--- config.mk ---
export PLATFORM = sky130hd
export DESIGN_NAME = lcd_refresh_dma
export DESIGN_NICKNAME = d
export VERILOG_FILES = /design/src/rtl/lcd_refresh_pkg.sv /design/src/rtl/lcd_period_timer.sv /design/src/rtl/lcd_row_fetch.sv /design/src/rtl/lcd_line_serializer.sv /design/src/rtl/lcd_refresh_dma.sv
export SDC_FILE = /design/constraint.sdc
export NUM_CORES = 1
export LEC_CHECK = 0
export BUFFER_PORTS_ARGS = -buffer_cell sky130_fd_sc_hd__buf_2
export CORE_MARGIN = 2
export CORE_UTILIZATION = 60
export CTS_CLUSTER_DIAMETER = 40
export DETAILED_ROUTE_END_ITERATION = 8
export GPL_ROUTABILITY_DRIVEN = 1
export HOLD_SLACK_MARGIN = 0.12
export MAX_ROUTING_LAYER = met4
export PLACE_DENSITY = 0.77
export SYNTH_ARGS = -nofsm -noshare
export SYNTH_HDL_FRONTEND = slang
export SYNTH_SLANG_ARGS = --single-unit
export TNS_END_PERCENT = 1
--- constraint.sdc ---
create_clock -name clk -period 2.6 [get_ports clk]
set_input_delay 0.52 -clock clk [delete_from_list [all_inputs] [get_ports clk]]
set_output_delay 0.52 -clock clk [all_outputs]
set_load 0.05 [all_outputs]
--- src/rtl/lcd_refresh_pkg.sv ---
`timescale 1ns/1ps
package lcd_refresh_pkg;
  // serializer phases
  typedef enum logic [1:0] {
    SER_IDLE   = 2'd0,
    SER_SHIFT  = 2'd1,
    SER_STROBE = 2'd2
  } ser_state_e;
endpackage

--- src/rtl/lcd_period_timer.sv ---
`timescale 1ns/1ps
module lcd_period_timer #(
  parameter int PERIOD = 12200
) (
  input  logic clk,
  input  logic rst_n,
  output logic tick
);
  localparam int CW = $clog2(PERIOD + 1);

  logic [CW-1:0] cnt_q, cnt_d;

  assign tick = (cnt_q == CW'(PERIOD - 1));

  always_comb begin
    cnt_d = tick ? '0 : cnt_q + 1'b1;
  end

  always_ff @(posedge clk or negedge rst_n) begin
    if (!rst_n) cnt_q <= '0;
    else        cnt_q <= cnt_d;
  end
endmodule

--- src/rtl/lcd_row_fetch.sv ---
`timescale 1ns/1ps
module lcd_row_fetch #(
  parameter int AW        = 20,
  parameter int LINE_BITS = 128
) (
  input  logic                 clk,
  input  logic                 rst_n,
  input  logic                 start,
  input  logic                 reload,
  input  logic [AW-1:0]        base,
  input  logic                 grant,
  input  logic [7:0]           rdata,
  output logic                 bus_req,
  output logic                 mem_rd,
  output logic [AW-1:0]        mem_addr,
  output logic [LINE_BITS-1:0] line,
  output logic [7:0]           tail,
  output logic                 done
);
  localparam int BYTES = LINE_BITS / 8 + 1;
  localparam int CW    = $clog2(BYTES + 1);

  logic                 active_q, active_d;
  logic                 rvalid_q;
  logic [CW-1:0]        issue_q, issue_d;
  logic [CW-1:0]        recv_q, recv_d;
  logic [AW-1:0]        ptr_q, ptr_d;
  logic [LINE_BITS-1:0] line_q, line_d;
  logic [7:0]           tail_q, tail_d;
  logic                 last_beat;

  assign mem_rd    = active_q && grant && (issue_q != CW'(BYTES));
  assign last_beat = rvalid_q && (recv_q == CW'(BYTES - 1));
  assign bus_req   = active_q;
  assign mem_addr  = ptr_q;
  assign line      = line_q;
  assign tail      = tail_q;
  assign done      = last_beat;

  always_comb begin
    active_d = active_q;
    issue_d  = issue_q;
    recv_d   = recv_q;
    ptr_d    = ptr_q;
    line_d   = line_q;
    tail_d   = tail_q;
    if (start) begin
      active_d = 1'b1;
      issue_d  = '0;
      recv_d   = '0;
      if (reload) ptr_d = base;
    end
    if (mem_rd) begin
      ptr_d   = ptr_q + 1'b1;
      issue_d = issue_q + 1'b1;
    end
    if (rvalid_q) begin
      recv_d = recv_q + 1'b1;
      if (last_beat) begin
        tail_d   = rdata;
        active_d = 1'b0;
      end else begin
        line_d = {line_q[LINE_BITS-9:0], rdata};
      end
    end
  end

  always_ff @(posedge clk or negedge rst_n) begin
    if (!rst_n) begin
      active_q <= 1'b0;
      rvalid_q <= 1'b0;
      issue_q  <= '0;
      recv_q   <= '0;
      ptr_q    <= '0;
    end else begin
      active_q <= active_d;
      rvalid_q <= mem_rd;
      issue_q  <= issue_d;
      recv_q   <= recv_d;
      ptr_q    <= ptr_d;
    end
  end

  // data registers only move on a returning byte
  always_ff @(posedge clk or negedge rst_n) begin
    if (!rst_n) begin
      line_q <= '0;
      tail_q <= '0;
    end else if (rvalid_q) begin
      line_q <= line_d;
      tail_q <= tail_d;
    end
  end
endmodule

--- src/rtl/lcd_line_serializer.sv ---
`timescale 1ns/1ps
module lcd_line_serializer
  import lcd_refresh_pkg::*;
#(
  parameter int LINE_BITS = 128,
  parameter int DIV       = 4
) (
  input  logic                 clk,
  input  logic                 rst_n,
  input  logic                 load,
  input  logic [LINE_BITS-1:0] line,
  output logic [1:0]           ld_data,
  output logic                 shift_clk,
  output logic                 line_strobe,
  output logic                 done
);
  localparam int PAIRS = LINE_BITS / 2;
  localparam int PW    = $clog2(PAIRS);
  localparam int DW    = $clog2(DIV + 1);

  ser_state_e           state_q, state_d;
  logic [LINE_BITS-1:0] sreg_q, sreg_d;
  logic [PW-1:0]        pair_q, pair_d;
  logic [DW-1:0]        div_q, div_d;
  logic                 phase_q, phase_d;
  logic                 div_end;

  assign div_end     = (div_q == DW'(DIV - 1));
  assign shift_clk   = !((state_q == SER_SHIFT) && phase_q);
  assign ld_data     = (state_q == SER_SHIFT) ? sreg_q[LINE_BITS-1 -: 2] : 2'b00;
  assign line_strobe = (state_q == SER_STROBE);
  assign done        = (state_q == SER_STROBE) && div_end;

  always_comb begin
    state_d = state_q;
    sreg_d  = sreg_q;
    pair_d  = pair_q;
    div_d   = div_q;
    phase_d = phase_q;
    case (state_q)
      SER_IDLE: begin
        if (load) begin
          state_d = SER_SHIFT;
          sreg_d  = line;
          pair_d  = '0;
          div_d   = '0;
          phase_d = 1'b0;
        end
      end
      SER_SHIFT: begin
        if (div_end) begin
          div_d = '0;
          if (!phase_q) begin
            phase_d = 1'b1;
          end else begin
            phase_d = 1'b0;
            sreg_d  = {sreg_q[LINE_BITS-3:0], 2'b00};
            if (pair_q == PW'(PAIRS - 1)) state_d = SER_STROBE;
            else                          pair_d  = pair_q + 1'b1;
          end
        end else begin
          div_d = div_q + 1'b1;
        end
      end
      SER_STROBE: begin
        if (div_end) begin
          div_d   = '0;
          state_d = SER_IDLE;
        end else begin
          div_d = div_q + 1'b1;
        end
      end
      default: state_d = SER_IDLE;
    endcase
  end

  always_ff @(posedge clk or negedge rst_n) begin
    if (!rst_n) begin
      state_q <= SER_IDLE;
      sreg_q  <= '0;
      pair_q  <= '0;
      div_q   <= '0;
      phase_q <= 1'b0;
    end else begin
      state_q <= state_d;
      sreg_q  <= sreg_d;
      pair_q  <= pair_d;
      div_q   <= div_d;
      phase_q <= phase_d;
    end
  end
endmodule

--- src/rtl/lcd_refresh_dma.sv ---
`timescale 1ns/1ps
module lcd_refresh_dma #(
  parameter int AW        = 20,
  parameter int LINE_BITS = 128,
  parameter int ROWS      = 64,
  parameter int DIV       = 4,
  parameter int PERIOD    = 12200
) (
  input  logic                    clk,
  input  logic                    rst_n,
  input  logic [AW-1:0]           base_addr,
  output logic                    bus_req,
  input  logic                    bus_grant,
  output logic                    mem_rd,
  output logic [AW-1:0]           mem_addr,
  input  logic [7:0]              mem_rdata,
  output logic [1:0]              ld_data,
  output logic                    shift_clk,
  output logic                    line_strobe,
  output logic [$clog2(ROWS)-1:0] row_idx,
  output logic [2:0]              direct_cols
);
  localparam int RW = $clog2(ROWS);

  logic                 tick, start, fetch_done, ser_done;
  logic                 busy_q, busy_d;
  logic [RW-1:0]        row_q, row_d;
  logic [RW-1:0]        shown_q, shown_d;
  logic [2:0]           dcols_q, dcols_d;
  logic [LINE_BITS-1:0] line;
  logic [7:0]           tail;

  // a tick that arrives while a row is still in flight is dropped
  assign start = tick && !busy_q;

  lcd_period_timer #(.PERIOD(PERIOD)) u_timer (
    .clk (clk), .rst_n (rst_n), .tick (tick)
  );

  lcd_row_fetch #(.AW(AW), .LINE_BITS(LINE_BITS)) u_fetch (
    .clk (clk), .rst_n (rst_n), .start (start), .reload (row_q == '0),
    .base (base_addr), .grant (bus_grant), .rdata (mem_rdata),
    .bus_req (bus_req), .mem_rd (mem_rd), .mem_addr (mem_addr),
    .line (line), .tail (tail), .done (fetch_done)
  );

  lcd_line_serializer #(.LINE_BITS(LINE_BITS), .DIV(DIV)) u_ser (
    .clk (clk), .rst_n (rst_n), .load (fetch_done), .line (line),
    .ld_data (ld_data), .shift_clk (shift_clk),
    .line_strobe (line_strobe), .done (ser_done)
  );

  always_comb begin
    busy_d  = busy_q;
    row_d   = row_q;
    shown_d = shown_q;
    dcols_d = dcols_q;
    if (start) busy_d = 1'b1;
    if (ser_done) begin
      busy_d  = 1'b0;
      shown_d = row_q;
      dcols_d = tail[7:5];
      row_d   = (row_q == RW'(ROWS - 1)) ? '0 : row_q + 1'b1;
    end
  end

  always_ff @(posedge clk or negedge rst_n) begin
    if (!rst_n) begin
      busy_q  <= 1'b0;
      row_q   <= '0;
      shown_q <= '0;
      dcols_q <= '0;
    end else begin
      busy_q  <= busy_d;
      row_q   <= row_d;
      shown_q <= shown_d;
      dcols_q <= dcols_d;
    end
  end

  assign row_idx     = shown_q;
  assign direct_cols = dcols_q;
endmodule

; Yosys cells after proc, flatten, opt, wreduce, memory -nomap -nowiden
; Index checks and enable logic that the tools add are counted.
[totals]
register_bits = 338
output_inout_bits = 35
elab_cells = 100
inputBits = 31
[classes]
reduce_logical = 25
n_mux = 36
addsub = 7
bitwise_logic = 1
n_eq_ne = 14
[ops]
columns = op, count
row1 = $mux 128, 3
row2 = $pmux 128 s2, 1
row3 = $mux 20, 3
row4 = $mux 6, 5
row5 = $add 20x1->20 const B, 1
row6 = $mux 5, 3
row7 = $add 14x1->14 const B, 1
row8 = $eq 14x14->1 const B, 1
row9 = $mux 14, 1
row10 = $add 6x1->6 const B, 2
row11 = $eq 6x6->1 const B, 2
row12 = $mux 2, 6
row13 = $pmux 6 s2, 1
row14 = $reduce_bool 2->1, 6
row15 = $add 5x1->5 const B, 2
row16 = $reduce_and 5->1, 2
row17 = $mux 1, 8
row18 = $reduce_and 2->1, 4
row19 = $logic_and 1x1->1, 6
row20 = $logic_not 6->1, 1
row21 = $mux 3, 2
row22 = $ne 2x1->1 const B, 3
row23 = $ne 2x2->1 const B, 3
row24 = $pmux 2 s3, 1
row25 = 14 further kinds, 15

; Logic depth before layout (Yosys ltp)
; Gate-level depths: netlist of the first run.
[depth]
word_depth = 5
ltp_mapped = 11
ltp_nobuf = 8

; By module
; From an unflattened synthesis of the first run, not the netlist that was laid out.
[hier_totals]
cells_unflattened = 1257
area_unflattened_um2 = 15075.7
[modules_own_cells]
columns = mod, seq_area_each_um2, area_each_um2, cells_each, n_inst
row1 = lcd_row_fetch, 4204.0, 7019.2, 497, 1
row2 = lcd_line_serializer, 3503.4, 6638.9, 640, 1
row3 = lcd_refresh_dma, 400.4, 713.2, 56, 1
row4 = lcd_period_timer, 350.3, 704.4, 64, 1

; Worst setup path before layout of the first run
; Ideal clock, no wire load.
[synth_path]
kind = flip-flop to flip-flop
startpoint = reg u_fetch.active_q, in the netlist u_fetch.bus_req
endpoint = reg u_fetch.issue_q[3]
stages_incl_launch_ff = 9
period_less_slack_ns = 2.600
required_time_ns = 2.471
t_arrival_ns = 2.471
path_buffers = 2
setup_time_ns = 0.129
setup_slack_ns = 0.000
cell_sequence = dfrtp_1 -> nand2_1 -> or2_2 -> clkbuf_1 -> inv_1 -> buf_1 -> a21oi_1 -> o21ai_0 -> o21ai_0
[synth_via]
elab_chain_cells = 3
elab_cells_between_ends = 4
cone_classes = mux (1) / reduce/logical (3)
[synth_rtl]
columns = element, line
row1 = from (decl), lcd_row_fetch.sv:23  ; logic active_q, active_d;
row2 = from (signal assigned), lcd_row_fetch.sv:76  ; active_q <= active_d;
row3 = $logic_and 1x1->1 (*) (2 in a row), lcd_row_fetch.sv:32  ; assign mem_rd = active_q && grant && (issue_q != CW'(BYTES));
row4 = named net mem_rd, lcd_refresh_dma.sv:14  ; output logic mem_rd,
row5 = $mux 5 or $reduce_bool 2->1 (tied branches), -
row6 = to (signal assigned), lcd_row_fetch.sv:78  ; issue_q <= issue_d;
row7 = to (decl), lcd_row_fetch.sv:25  ; logic [CW-1:0] issue_q, issue_d;
; Mark *: on every way through the listed nets, which the timed path passes. The rest lies on a longest branch.
; A chain may end at the register's enable or synchronous reset.

; Worst setup path in the final report of the first run
[layout_path]
startpoint = reg u_fetch.issue_q[0]
endpoint = out mem_rd
[layout_via]
elab_chain_cells = 2
[layout_rtl]
columns = element, line
row1 = $ne 5x5->1, lcd_row_fetch.sv:32
row2 = $logic_and 1x1->1, lcd_row_fetch.sv:32
row3 = to (decl), lcd_refresh_dma.sv:14
; No other way between the ends.

==> key figures, run 1 <==
Clocking
  – # clock sinks: roughly 330
  – Number of H-tree levels: 2
  – TritonCTS clock tree: done
  – Clock Latency Late Sink: 0.54 ns
  – Num CTS Buffers: 43
  – Clk buf depth: 3
  – Root Buffer: clkbuf_16
  – Clock transition at path regs: roughly 0.060 ns

Job
  – Maximum Capacitance Violations: 0

Worst setup path
  – Crit path largest cell delay: 0.44 ns
  – Setup CP Type: reg -> out
  – R2r startpoint: u_timer.cnt_q[4]$_DFF_PN0_
  – Slowest-stage cell, CP: dfrtp_1
  – Worst path arrival time: between 2 and 2.5 ns
  – Worst-path cell chain: ha_1 > and4bb_2 > or2_2 > clkinvlp_4 > buf_6
  – Critical Path RT: 2.08 ns
  – CP Capture Type: output pin
  – FF-to-FF setup slack: ~0.16 ns
  – Reg-to-reg endpoint: u_fetch.mem_addr[2]$_DFFE_PN0P_
  – Worst-case reg-to-reg path depth: 5
  – Worst Path Max Fanout: 6
  – CP Launch Type: register

STA
  – Final period util: roughly 97%
  – Hold Fails Final Rpt: 0
  – RSZ-0062 raised after global routing: false
  – Slew at the pin closest to its max-slew limit: 0.645 ns
  – Setup WS post-layout: approximately 0.065 ns
  – Total negative slack: 0 ns
  – Setup Viol. Count Final: 0
  – Final Max Tran Viols: 0
  – Relative slew slack: between 50 and 60%
  – FMAX: 395 MHz
  – Minimum clock period: 2.53 ns
  – Clock skew: around 0.022 ns

Yosys
  – Seq cells post-synth: ~330
  – Net Count, Synth: ~1300
  – Sequential element share of the synthesized area: just under 60%
  – Post-synth EDFFs: 0
  – Share of the synthesized area in the top cell type: slightly below 60%
  – Cell area after synthesis: 0.0144 sq mm
  – Syn. warnings: 0
  – Synth async-reset ratio: between 90% and 100%
  – Synth area leader: dfrtp_1
  – Mapped Avg Cell Area: between 10 and 15 sq um
  – Cells after synthesis: 1242
  – Cell variety after synth: between 50 and 60
  – Largest cells by area after synthesis: dfrtp_1 58%, mux2_2 10%, mux2i_1 9.0%, o21ai_0 5.3%, nand2_1 4.8%
  – Top_reg_cell synth: dfrtp_1

GRT
  – Total track usage: 23.0%
  – First-pass GRT wire length: 47700 um
  – Pin count of the biggest net entering global routing: 74
  – Initial antenna violation count: 0
  – Vias in the first global route: 9575
  – Total grt overflow: 0

Placed design
  – Pre-CTS setup slack: approximately 0.16 ns
  – Placer Congestion: roughly 0.81
  – Area after DPL: between 0.015 and 0.02 sq mm
  – DP Wirelength: between 15000 and 20000 um
  – I/O Buffers: 65

Route
  – DRC errors left: 0
  – Via density per instance: roughly 5.6
  – Routed wl met3: between 800 and 900 um
  – Wire length per cell: 16.5 um
  – Routed wire length: 27600 um
  – Highest Signal Layer: met4
  – Met2 routed WL: around 14000 um
  – Drt pass-1 iters: 5
  – Via Count: about 9400
  – Detail Route Antenna Nets: 0
  – Metal1 wirelength: approximately 13000 um
  – 1st-iter DRT viols: about 650

Power
  – Worst vdd ir: approximately 0.49 mV
  – Lkg Pwr: about 0.0076 uW
  – PwrDens: between 600 and 700 mW/mm^2
  – Total Power: about 12000 uW

Layout
  – Layout cells sized above 1: about 24%
  – Fin area: roughly 0.017 sq mm
  – Layout Nets: 1364
  – Most frequent cells in the layout: 333 x dfrtp_1, 181 x nand2_1, 153 x o21ai_0, 134 x mux2_2, 130 x mux2i_1
  – Commonest non-fill, non-tap cell in the layout: dfrtp_1
  – Synth-to-layout area growth: 17.0%
  – N_diodes: 0

Floorplanning
  – Ports: between 60 and 70
  – Die Wd: ~160 um
  – Die area: between 0.02 and 0.03 sq mm
  – Row Count: 56
  – Core ar.: around 0.024 sq mm
  – Starting Density: around three fifths
  – Die height: about 160 um

Worst hold path
  – Hold Path End: u_fetch.mem_addr[15]$_DFFE_PN0P_
  – Hold_sp: base_addr[15]
  – Hold path cells: 3
  – Hold Path Class: in -> reg

Outcome
  – Status: finished, final reports clean
layer usage:
metal / GRT usage [%] / vias up
met1: 31.6 / 4731
li1: - / 4531
met2: 36.7 / 138
met4: 5.66 / 0
met5: - / -
met3: 3.36 / 45
metrics by stage:
step / instances / hold WS [ns] / util [%]
CTS: 1671 / 0.196 / 71.7
floorplan: 1242 / 0.224 / -
global route: 1673 / 0.203 / 71.8
finish: 1673 / 0.209 / 71.8
detailed placement: 1589 / 0.454 / 65.0
global placement: 1589 / 0.443 / 65.0
worst max-delay path: cells and delay by family, from the launching register on:
kind / cells / cell delay, ns
buffers and inverters: 2 / 0.24
AND/OR/NAND/NOR: 2 / 0.58
flip-flops: 1 / 0.44
adder cells (fa/ha/maj): 1 / 0.23
worst max-delay path by stage:
stage / from / to / slack (ns) / depth (start not counted)
after detailed placement: u_timer.cnt_q[4]$_DFF_PN0_ / u_fetch.mem_addr[17]$_DFFE_PN0P_ / 0.16 / 5
after global placement: u_timer.cnt_q[4]$_DFF_PN0_ / u_fetch.mem_addr[17]$_DFFE_PN0P_ / 0.22 / 5
after floorplan: u_timer.cnt_q[4]$_DFF_PN0_ / u_fetch.mem_addr[15]$_DFFE_PN0P_ / 0.22 / 8
after CTS: u_fetch.issue_q[0]$_DFFE_PN0P_ / mem_rd / 0.06 / 5
after global routing: u_fetch.issue_q[0]$_DFFE_PN0P_ / mem_rd / 0.01 / 5
final: u_fetch.issue_q[0]$_DFFE_PN0P_ / mem_rd / 0.07 / 5
sequential cells by signal, summed over array words and instances, names as in the netlist:
| signal | flops |
|---|---|
| busy_q | 1 |
| direct_cols | 3 |
| row_idx | 6 |
| row_q | 6 |
| u_fetch.bus_req | 1 |
| u_fetch.issue_q | 5 |
| u_fetch.line | 128 |
| u_fetch.mem_addr | 20 |
| u_fetch.recv_q | 5 |
| u_fetch.rvalid_q | 1 |
| u_fetch.tail | 3 |
| u_ser.div_q | 3 |
| u_ser.pair_q | 6 |
| u_ser.phase_q | 1 |
| u_ser.sreg_q | 128 |
| u_ser.state_q | 2 |
| u_timer.cnt_q | 14 |
cell usage after synthesis (3+ instances only):
cell type  count
nor4_1         6
nand2_1      183
o31ai_1        3
xor2_1         5
or2_2          3
clkbuf_1      64
and2_1         6
dfrtp_1      333
nand3_1       20
a31oi_1        5
a21oi_1       18
nand2b_1       4
a311oi_1       3
xnor2_1        7
a22o_1         3
or3_1          5
inv_1         18
mux2i_1      130
mux2_2       134
o21ai_0      153
a211oi_1      11
ha_1          14
nand4_1       13
and3_1        13
nor2_1        31
nor3_1        15
what timing repair did:
action	4_1_cts	5_1_grt
setup buffers	1	2
hold endpoints to repair	68	0
gates resized for setup	3	0
endpoints found under the setup margin	1	1
hold buffers	1	0
cells by family after synthesis:
logic type / share of synthesized area, %
DFF: 57.7
and+or+nand+nor: 10.0
muxes: 19.5
AOI/OAI and AO/OA: 8.41
buffers and inverters: 2.47
adders and majority gates: 1.21
xor gates and xnor gates: 0.728
area by class of cell:
cell class,count,area [sq um]
flip-flops and latches,333,8330
repair buffers,101,764
multi-input cells,822,5780
well taps,319,399
fillers,1648,6650
inverters,18,71.3
clock inverters,28,395
clock buffers,52,1150
where the power goes:
part	total (uW)	internal, uW	switching (uW)	leakage [uW]
clock	6300	4000	2310	0.000740
sequential	5230	5210	25.9	0.00457
combinational	239	61.0	178	0.00233
total	11800	9270	2510	0.00764
Power figures use the tool's default switching activity.
==> inputs of run 2 (changes only) <==
--- a/config.mk
+++ b/config.mk
@@ -5,6 +5,7 @@
 export SDC_FILE = /design/constraint.sdc
 export NUM_CORES = 1
 export LEC_CHECK = 0
+export ABC_AREA = 1
 export BUFFER_PORTS_ARGS = -buffer_cell sky130_fd_sc_hd__buf_2
 export CORE_MARGIN = 2
 export CORE_UTILIZATION = 60
==> run 2 against run 1 <==
Largest cell class unchanged. Highest routed layer unchanged. Register-to-register slack improved by 0.22 ns. Flip-flop and latch count unchanged. First-iteration DRC count rose by 66%. Utilization down 2.1 points. Count of clock-buffer cells in the layout is 1 lower. Cell count increased by 41%. Non-clock buffer count fell by 12. Global-route usage is 3.0 points higher. Via count rose by 31%. Sequential power barely moved. Critical path depth unchanged.
==> key figures, run 2 <==
STA
  – Slew at the pin closest to its max-slew limit: 0.648 ns (+0.00275 ns)
  – Relative slew slack: 56.7% (+0.098 points)
  – Final Max Tran Viols: 0 (unchanged)
  – Clock skew: 0.0200 ns (-0.00151 ns)
  – Minimum clock period: 2.39 ns (-0.146 ns)
  – Hold Fails Final Rpt: 0 (unchanged)
  – Setup Viol. Count Final: 0 (unchanged)
  – Total negative slack: 0 ns (unchanged)
  – RSZ-0062 raised after global routing: false
  – FMAX: 419 MHz (+6.1%)
  – Setup WS post-layout: 0.211 ns (+0.146 ns)
  – Final period util: 91.9% (-5.6 points)

Worst setup path
  – Slowest-stage cell, CP: dfrtp_1
  – Setup CP Type: reg -> out
  – Worst path arrival time: 1.87 ns (-0.14 ns)
  – Crit path largest cell delay: 0.39 ns (-0.05 ns)
  – CP Buf/Inv Count: 3 (+1)
  – CP Capture Type: output pin
  – Top delay family on crit path: buffers and inverters
  – CP Launch Type: register
  – Cell mode on critical path: inv_1
  – Critical Path RT: 2.08 ns (about the same)
  – Worst Path Max Fanout: 31 (+25)
  – FF-to-FF setup slack: 0.38 ns (+0.22 ns)
  – Worst-path cell chain: inv_1 > ha_4 > nand2_1 > inv_1 > buf_2

Worst hold path
  – Hold Path Class: in -> reg

Placed design
  – Pre-CTS setup slack: 0.452 ns (+0.290 ns)
  – DP Wirelength: 19200 um (+15%)
  – Area after DPL: 0.0160 sq mm (+4.5%)
  – I/O Buffers: 65 (unchanged)
  – Placer Congestion: 0.860 (+6.7%)

Yosys
  – Top_reg_cell synth: dfrtp_1
  – Syn. warnings: 0 (unchanged)
  – Count leader, synth: nand2_1
  – Largest cells by area after synthesis: dfrtp_1 54%, nand2_1 20%, o21ai_0 9.4%, inv_1 4.8%, nor2_1 2.1%
  – Seq cells post-synth: 333 (unchanged)
  – Post-synth EDFFs: 0 (unchanged)
  – Synth area leader: dfrtp_1
  – Net Count, Synth: 1998 (+55%)
  – Cell variety after synth: 34 (-42%)
  – Share of the synthesized area in the top cell type: 54.3% (-3.4 points)
  – Mapped Avg Cell Area: 7.86 sq um (-32%)
  – Cell area after synthesis: 0.0153 sq mm (+6.2%)
  – Sequential element share of the synthesized area: 54.3% (-3.4 points)
  – Synth async-reset ratio: 100% (unchanged)
  – Cells after synthesis: 1953 (+57%)
  – Commonest cells in the synthesized netlist: 806 x nand2_1, 333 x dfrtp_1, 289 x o21ai_0

Power
  – Lkg Pwr: 0.00854 uW (+12%)
  – PwrDens: 660 mW/mm^2 (-5.3%)
  – Total Power: 11500 uW (-2.0%)
  – Worst vdd ir: 0.599 mV (+23%)

Route
  – Detail Route Antenna Nets: 0 (unchanged)
  – Via density per instance: 5.24 (-7.2%)
  – Drt pass-1 iters: 5 (unchanged)
  – Wire length per cell: 13.6 um (-18%)
  – Routed wire length: 32000 um (+16%)
  – Via Count: 12400 (+31%)
  – DRC errors left: 0 (unchanged)
  – 1st-iter DRT viols: 1074 (+66%)

Layout
  – Synth-to-layout area growth: 13.9%
  – N_diodes: 0 (unchanged)
  – Fin area: 0.0175 sq mm (+3.5%)
  – # fillers: 1984 (+20%)
  – Most frequent cells in the layout: 805 x nand2_1, 333 x dfrtp_1, 289 x o21ai_0, 196 x inv_1, 85 x nor2_1
  – Area of the multi-input gates: 0.00583 sq mm (+0.80%)
  – Layout cells sized above 1: 9.07% (-15 points)
  – Layout Nets: 2040 (+50%)
  – Register area: 0.00833 sq mm (unchanged)
  – Commonest non-fill, non-tap cell in the layout: nand2_1

Floorplanning
  – Core ar.: 0.0251 sq mm (+6.7%)
  – Row Count: 58 (+3.6%)
  – Starting Density: 61.1% (-0.24 points)
  – Die Wd: 164 um (+3.0%)
  – Die height: 164 um (+3.0%)
  – Die area: 0.0269 sq mm (+6.1%)
  – Ports: 66 (unchanged)

GRT
  – First-pass GRT wire length: 56400 um (+18%)
  – Initial antenna violation count: 0 (unchanged)
  – Vias in the first global route: 12400 (+29%)
  – Total track usage: 26.0% (+3.0 points)
  – Pin count of the biggest net entering global routing: 156 (+110%)
  – Total grt overflow: 0 (unchanged)

Clocking
  – Clk buf depth: 3 (unchanged)
  – Root Buffer: clkbuf_16
  – Number of H-tree levels: 2 (unchanged)
  – Num CTS Buffers: 45 (+4.7%)
  – # clock sinks: 333 (unchanged)
  – Clock Latency Late Sink: 0.54 ns (about the same)
  – Clock transition at path regs: 0.06 ns (about the same)
  – TritonCTS clock tree: done
  – Resize count post-CTS: 0 (-3)

Outcome
  – Status: finished, final reports clean

Job
  – Maximum Capacitance Violations: 0 (unchanged)
-- run 2: per-layer routing --
layer	up-vias	part of all wire [%]	global-route usage [%]
met5	-	0	-
met1	5868	45	33.5
li1	6156	-	-
met4	0	1.7	6.86
met2	280	49	43.4
met3	54	4.5	3.84
-- run 2: report_power, final --
group	switching, uW	internal [uW]
Combinational	212	74.5
Clock	2400	3620
Sequential	25.9	5210
-- run 2: through the flow --
stage | utilization (%) | cells | hold WS, ns
floorplan | - | 1953 | 0.224
global placement | 63.7 | 2277 | 0.446
detailed placement | 63.7 | 2277 | 0.460
CTS | 69.6 | 2359 | 0.201
global route | 69.6 | 2359 | 0.213
finish | 69.6 | 2359 | 0.214
-- run 2: kinds of logic after synthesis --
family,Yosys count,share of synthesized area [%]
xor gates and xnor gates,12,0.685
DFF,333,54.3
muxes,2,0.147
AOI/OAI and AO/OA,326,10.8
adders and majority gates,14,1.14
buffers and inverters,292,7.91
and+or+nand+nor,974,25.0
-- run 2: area by class of cell --
class	count	share of cell area [%]
Sequential cell	333	47.7
Clock inverter	30	1.73
Multi-Input combinational cell	1328	33.3
Clock buffer	51	6.74
Inverter	198	4.27
Timing Repair Buffer	89	3.89
Tap cell	330	2.36
-- run 2: timing repair --
item	in CTS	in global routing
endpoints found under the hold margin	60	0
buffers inserted	0	0
hold buffers	1	0
-- run 2: worst reg2reg max path, delay by kind of cell (launching register included) --
family	cells	cell delay (ns)
buffers and inverters	4	0.76
AND/OR/NAND/NOR	4	0.64
adder cells (fa/ha/maj)	1	0.36
flip-flops	1	0.39
-- run 2: path summary, 6_finish.rpt --
kind,end,cells past startpoint,start
worst max register to register,u_ser.sreg_q[115]$_DFFE_PN0P_,9,u_ser.state_q[1]$_DFFE_PN0P_
min in group asynchronous,u_ser.sreg_q[100]$_DFFE_PN0P_,2,rst_n
max in group asynchronous,u_fetch.mem_addr[15]$_DFFE_PN0P_,3,rst_n
worst max-delay path,ld_data[1],5,u_ser.state_q[1]$_DFFE_PN0P_
worst min register to register,u_ser.sreg_q[1]$_DFFE_PN0P_,2,u_ser.sreg_q[1]$_DFFE_PN0P_
worst min-delay path,u_fetch.line[1]$_DFFE_PN0P_,2,mem_rdata[1]
==> inputs of run 3 (changes only) <==
--- a/config.mk
+++ b/config.mk
@@ -9,6 +9,7 @@
 export BUFFER_PORTS_ARGS = -buffer_cell sky130_fd_sc_hd__buf_2
 export CORE_MARGIN = 2
 export CORE_UTILIZATION = 60
+export CTS_BUF_LIST = sky130_fd_sc_hd__clkbuf_2
 export CTS_CLUSTER_DIAMETER = 40
 export DETAILED_ROUTE_END_ITERATION = 8
 export GPL_ROUTABILITY_DRIVEN = 1
==> run 3 against run 2 <==
Flip-flop and latch count stayed put. Register-to-register slack better by 0.08 ns. Global-route usage is 0.070 points higher. Largest cell class unchanged. Largest power group is now sequential cells.
==> key figures, run 3 (synthesis results as in run 2) <==
Floorplanning
  – Die Wd: 164 um (unchanged)
  – Core ar.: 0.0251 sq mm (unchanged)
  – Row Count: 58 (unchanged)
  – Starting Density: 61.1% (unchanged)
  – Die height: 164 um (unchanged)
  – Die area: 0.0269 sq mm (unchanged)
  – Ports: 66 (unchanged)

STA
  – RSZ-0062 raised after global routing: false
  – Relative slew slack: 55.1% (-1.6 points)
  – Hold Fails Final Rpt: 0 (unchanged)
  – Slew at the pin closest to its max-slew limit: 0.671 ns (+0.0237 ns)
  – Minimum clock period: 2.45 ns (+0.0596 ns)
  – Total negative slack: 0 ns (unchanged)
  – Setup Viol. Count Final: 0 (unchanged)
  – Final period util: 94.2% (+2.3 points)
  – Clock skew: 0.0480 ns (+0.0280 ns)
  – Final Max Tran Viols: 0 (unchanged)
  – FMAX: 408 MHz (-2.4%)

Route
  – Via density per instance: 5.16 (-1.5%)
  – Detail Route Antenna Nets: 0 (unchanged)
  – 1st-iter DRT viols: 923 (-14%)
  – DRC errors left: 0 (unchanged)
  – Via Count: 12600 (+2.3%)
  – Wire length per cell: 13.0 um (-4.0%)
  – Routed wire length: 31900 um (-0.34%)
  – Drt pass-1 iters: 6 (+1)

GRT
  – Vias in the first global route: 12600 (+2.0%)
  – First-pass GRT wire length: 56500 um (+0.17%)
  – Total grt overflow: 0 (unchanged)
  – Initial antenna violation count: 1 (+1)
  – Total track usage: 26.0% (+0.070 points)
  – Pin count of the biggest net entering global routing: 156 (unchanged)

Placed design
  – DP Wirelength: 19200 um (unchanged)
  – Placer Congestion: 0.860 (unchanged)
  – I/O Buffers: 65 (unchanged)

Outcome
  – Status: finished, final reports clean

Layout
  – Register area: 0.00833 sq mm (unchanged)
  – Commonest non-fill, non-tap cell in the layout: nand2_1
  – Layout cells sized above 1: 11.3% (+2.2 points)
  – Layout Nets: 2114 (+3.6%)
  – # fillers: 2088 (+5.2%)
  – Synth-to-layout area growth: 11.5%
  – Most frequent cells in the layout: 805 x nand2_1, 333 x dfrtp_1, 289 x o21ai_0, 195 x inv_1, 117 x clkbuf_2
  – Area of the multi-input gates: 0.00583 sq mm (about the same)

Clocking
  – Clk buf depth: 3 (unchanged)
  – Root Buffer: clkbuf_2
  – Number of H-tree levels: 3 (+1)
  – Num CTS Buffers: 84 (+87%)
  – # clock sinks: 333 (unchanged)
  – TritonCTS clock tree: done
  – Clock transition at path regs: 0.10 ns (+0.04 ns)
  – Clock Latency Late Sink: 0.85 ns (+0.31 ns)

Power
  – Worst vdd ir: 0.332 mV (-45%)
  – PwrDens: 532 mW/mm^2 (-19%)
  – Total Power: 9100 uW (-21%)
  – Lkg Pwr: 0.00854 uW (about the same)

Worst hold path
  – Hold Path Class: in -> async

Worst setup path
  – Worst-case reg-to-reg path depth: 9 (unchanged)
  – Setup CP Type: reg -> out
  – Worst Path Max Fanout: 5 (-84%)
  – CP Capture Type: output pin
  – CP Launch Type: register
  – Worst path arrival time: 1.93 ns (+0.06 ns)
  – Critical Path RT: 2.08 ns (about the same)

Job
  – Maximum Capacitance Violations: 0 (unchanged)
[run 3: timing repair]
item                                    CTS  global route
cloned                                    0             0
setup buffers                             3             1
endpoints found under the setup margin    4             4
gates resized for setup                   1             6
hold buffers                             32             0
pin swaps                                 0             1
endpoints found under the hold margin   360             0
[run 3: worst paths after layout]
check	from	slack, ns	endpoint
worst max register to register	u_ser.state_q[0]$_DFFE_PN0P_	0.46	u_ser.sreg_q[51]$_DFFE_PN0P_
worst min-delay path	rst_n	0.20	u_ser.sreg_q[100]$_DFFE_PN0P_
min in group clk	mem_rdata[0]	0.45	u_fetch.line[0]$_DFFE_PN0P_
max in group asynchronous	rst_n	1.64	u_ser.sreg_q[59]$_DFFE_PN0P_
worst max-delay path	u_fetch.issue_q[0]$_DFFE_PN0P_	0.15	mem_rd
worst min register to register	u_ser.sreg_q[1]$_DFFE_PN0P_	0.48	u_ser.sreg_q[1]$_DFFE_PN0P_
[run 3: area by class of cell]
cell class,instances,share of cell area [%]
antenna,1,0.0146
clock buffer,117,3.42
clock inverter,19,0.944
inverter,198,4.36
multi-input combinational,1328,34.1
sequential,333,48.7
tap,330,2.41
timing repair buffer,124,6.05
[run 3: per-layer routing]
layer  GRT usage [%]  part of all wire (%)
met5               -                     0
met4            7.74                   1.7
met3            5.05                   5.2
met2            42.6                    48
met1            33.3                    45
[run 3: per-stage QoR]
stage                     setup slack (ns)  util (%)  std cells  hold WS, ns  area (sq um)
after floorplan                      0.355         -       1953        0.224         15300
after global placement               0.532      63.7       2277        0.446         16000
after detailed placement             0.452      63.7       2277        0.460         16000
after CTS                          0.00266      68.0       2448        0.161         17100
after global routing               0.00484      68.1       2450        0.152         17100
final                                0.152      68.1       2450        0.199         17100
[run 3: worst max-delay path: stages (launching register included)]
cell and delay [ns]:
dfrtp_1 0.44, ha_2 0.23, a31oi_2 0.22, buf_6 0.20
[run 3: where the power goes]
part | leakage [uW] | switching [uW] | total [uW] | internal, uW
Combinational | 0.00341 | 218 | 321 | 103
Clock | 0.000567 | 2060 | 3550 | 1500
Sequential | 0.00456 | 26.3 | 5220 | 5200
Total | 0.00854 | 2300 | 9100 | 6790
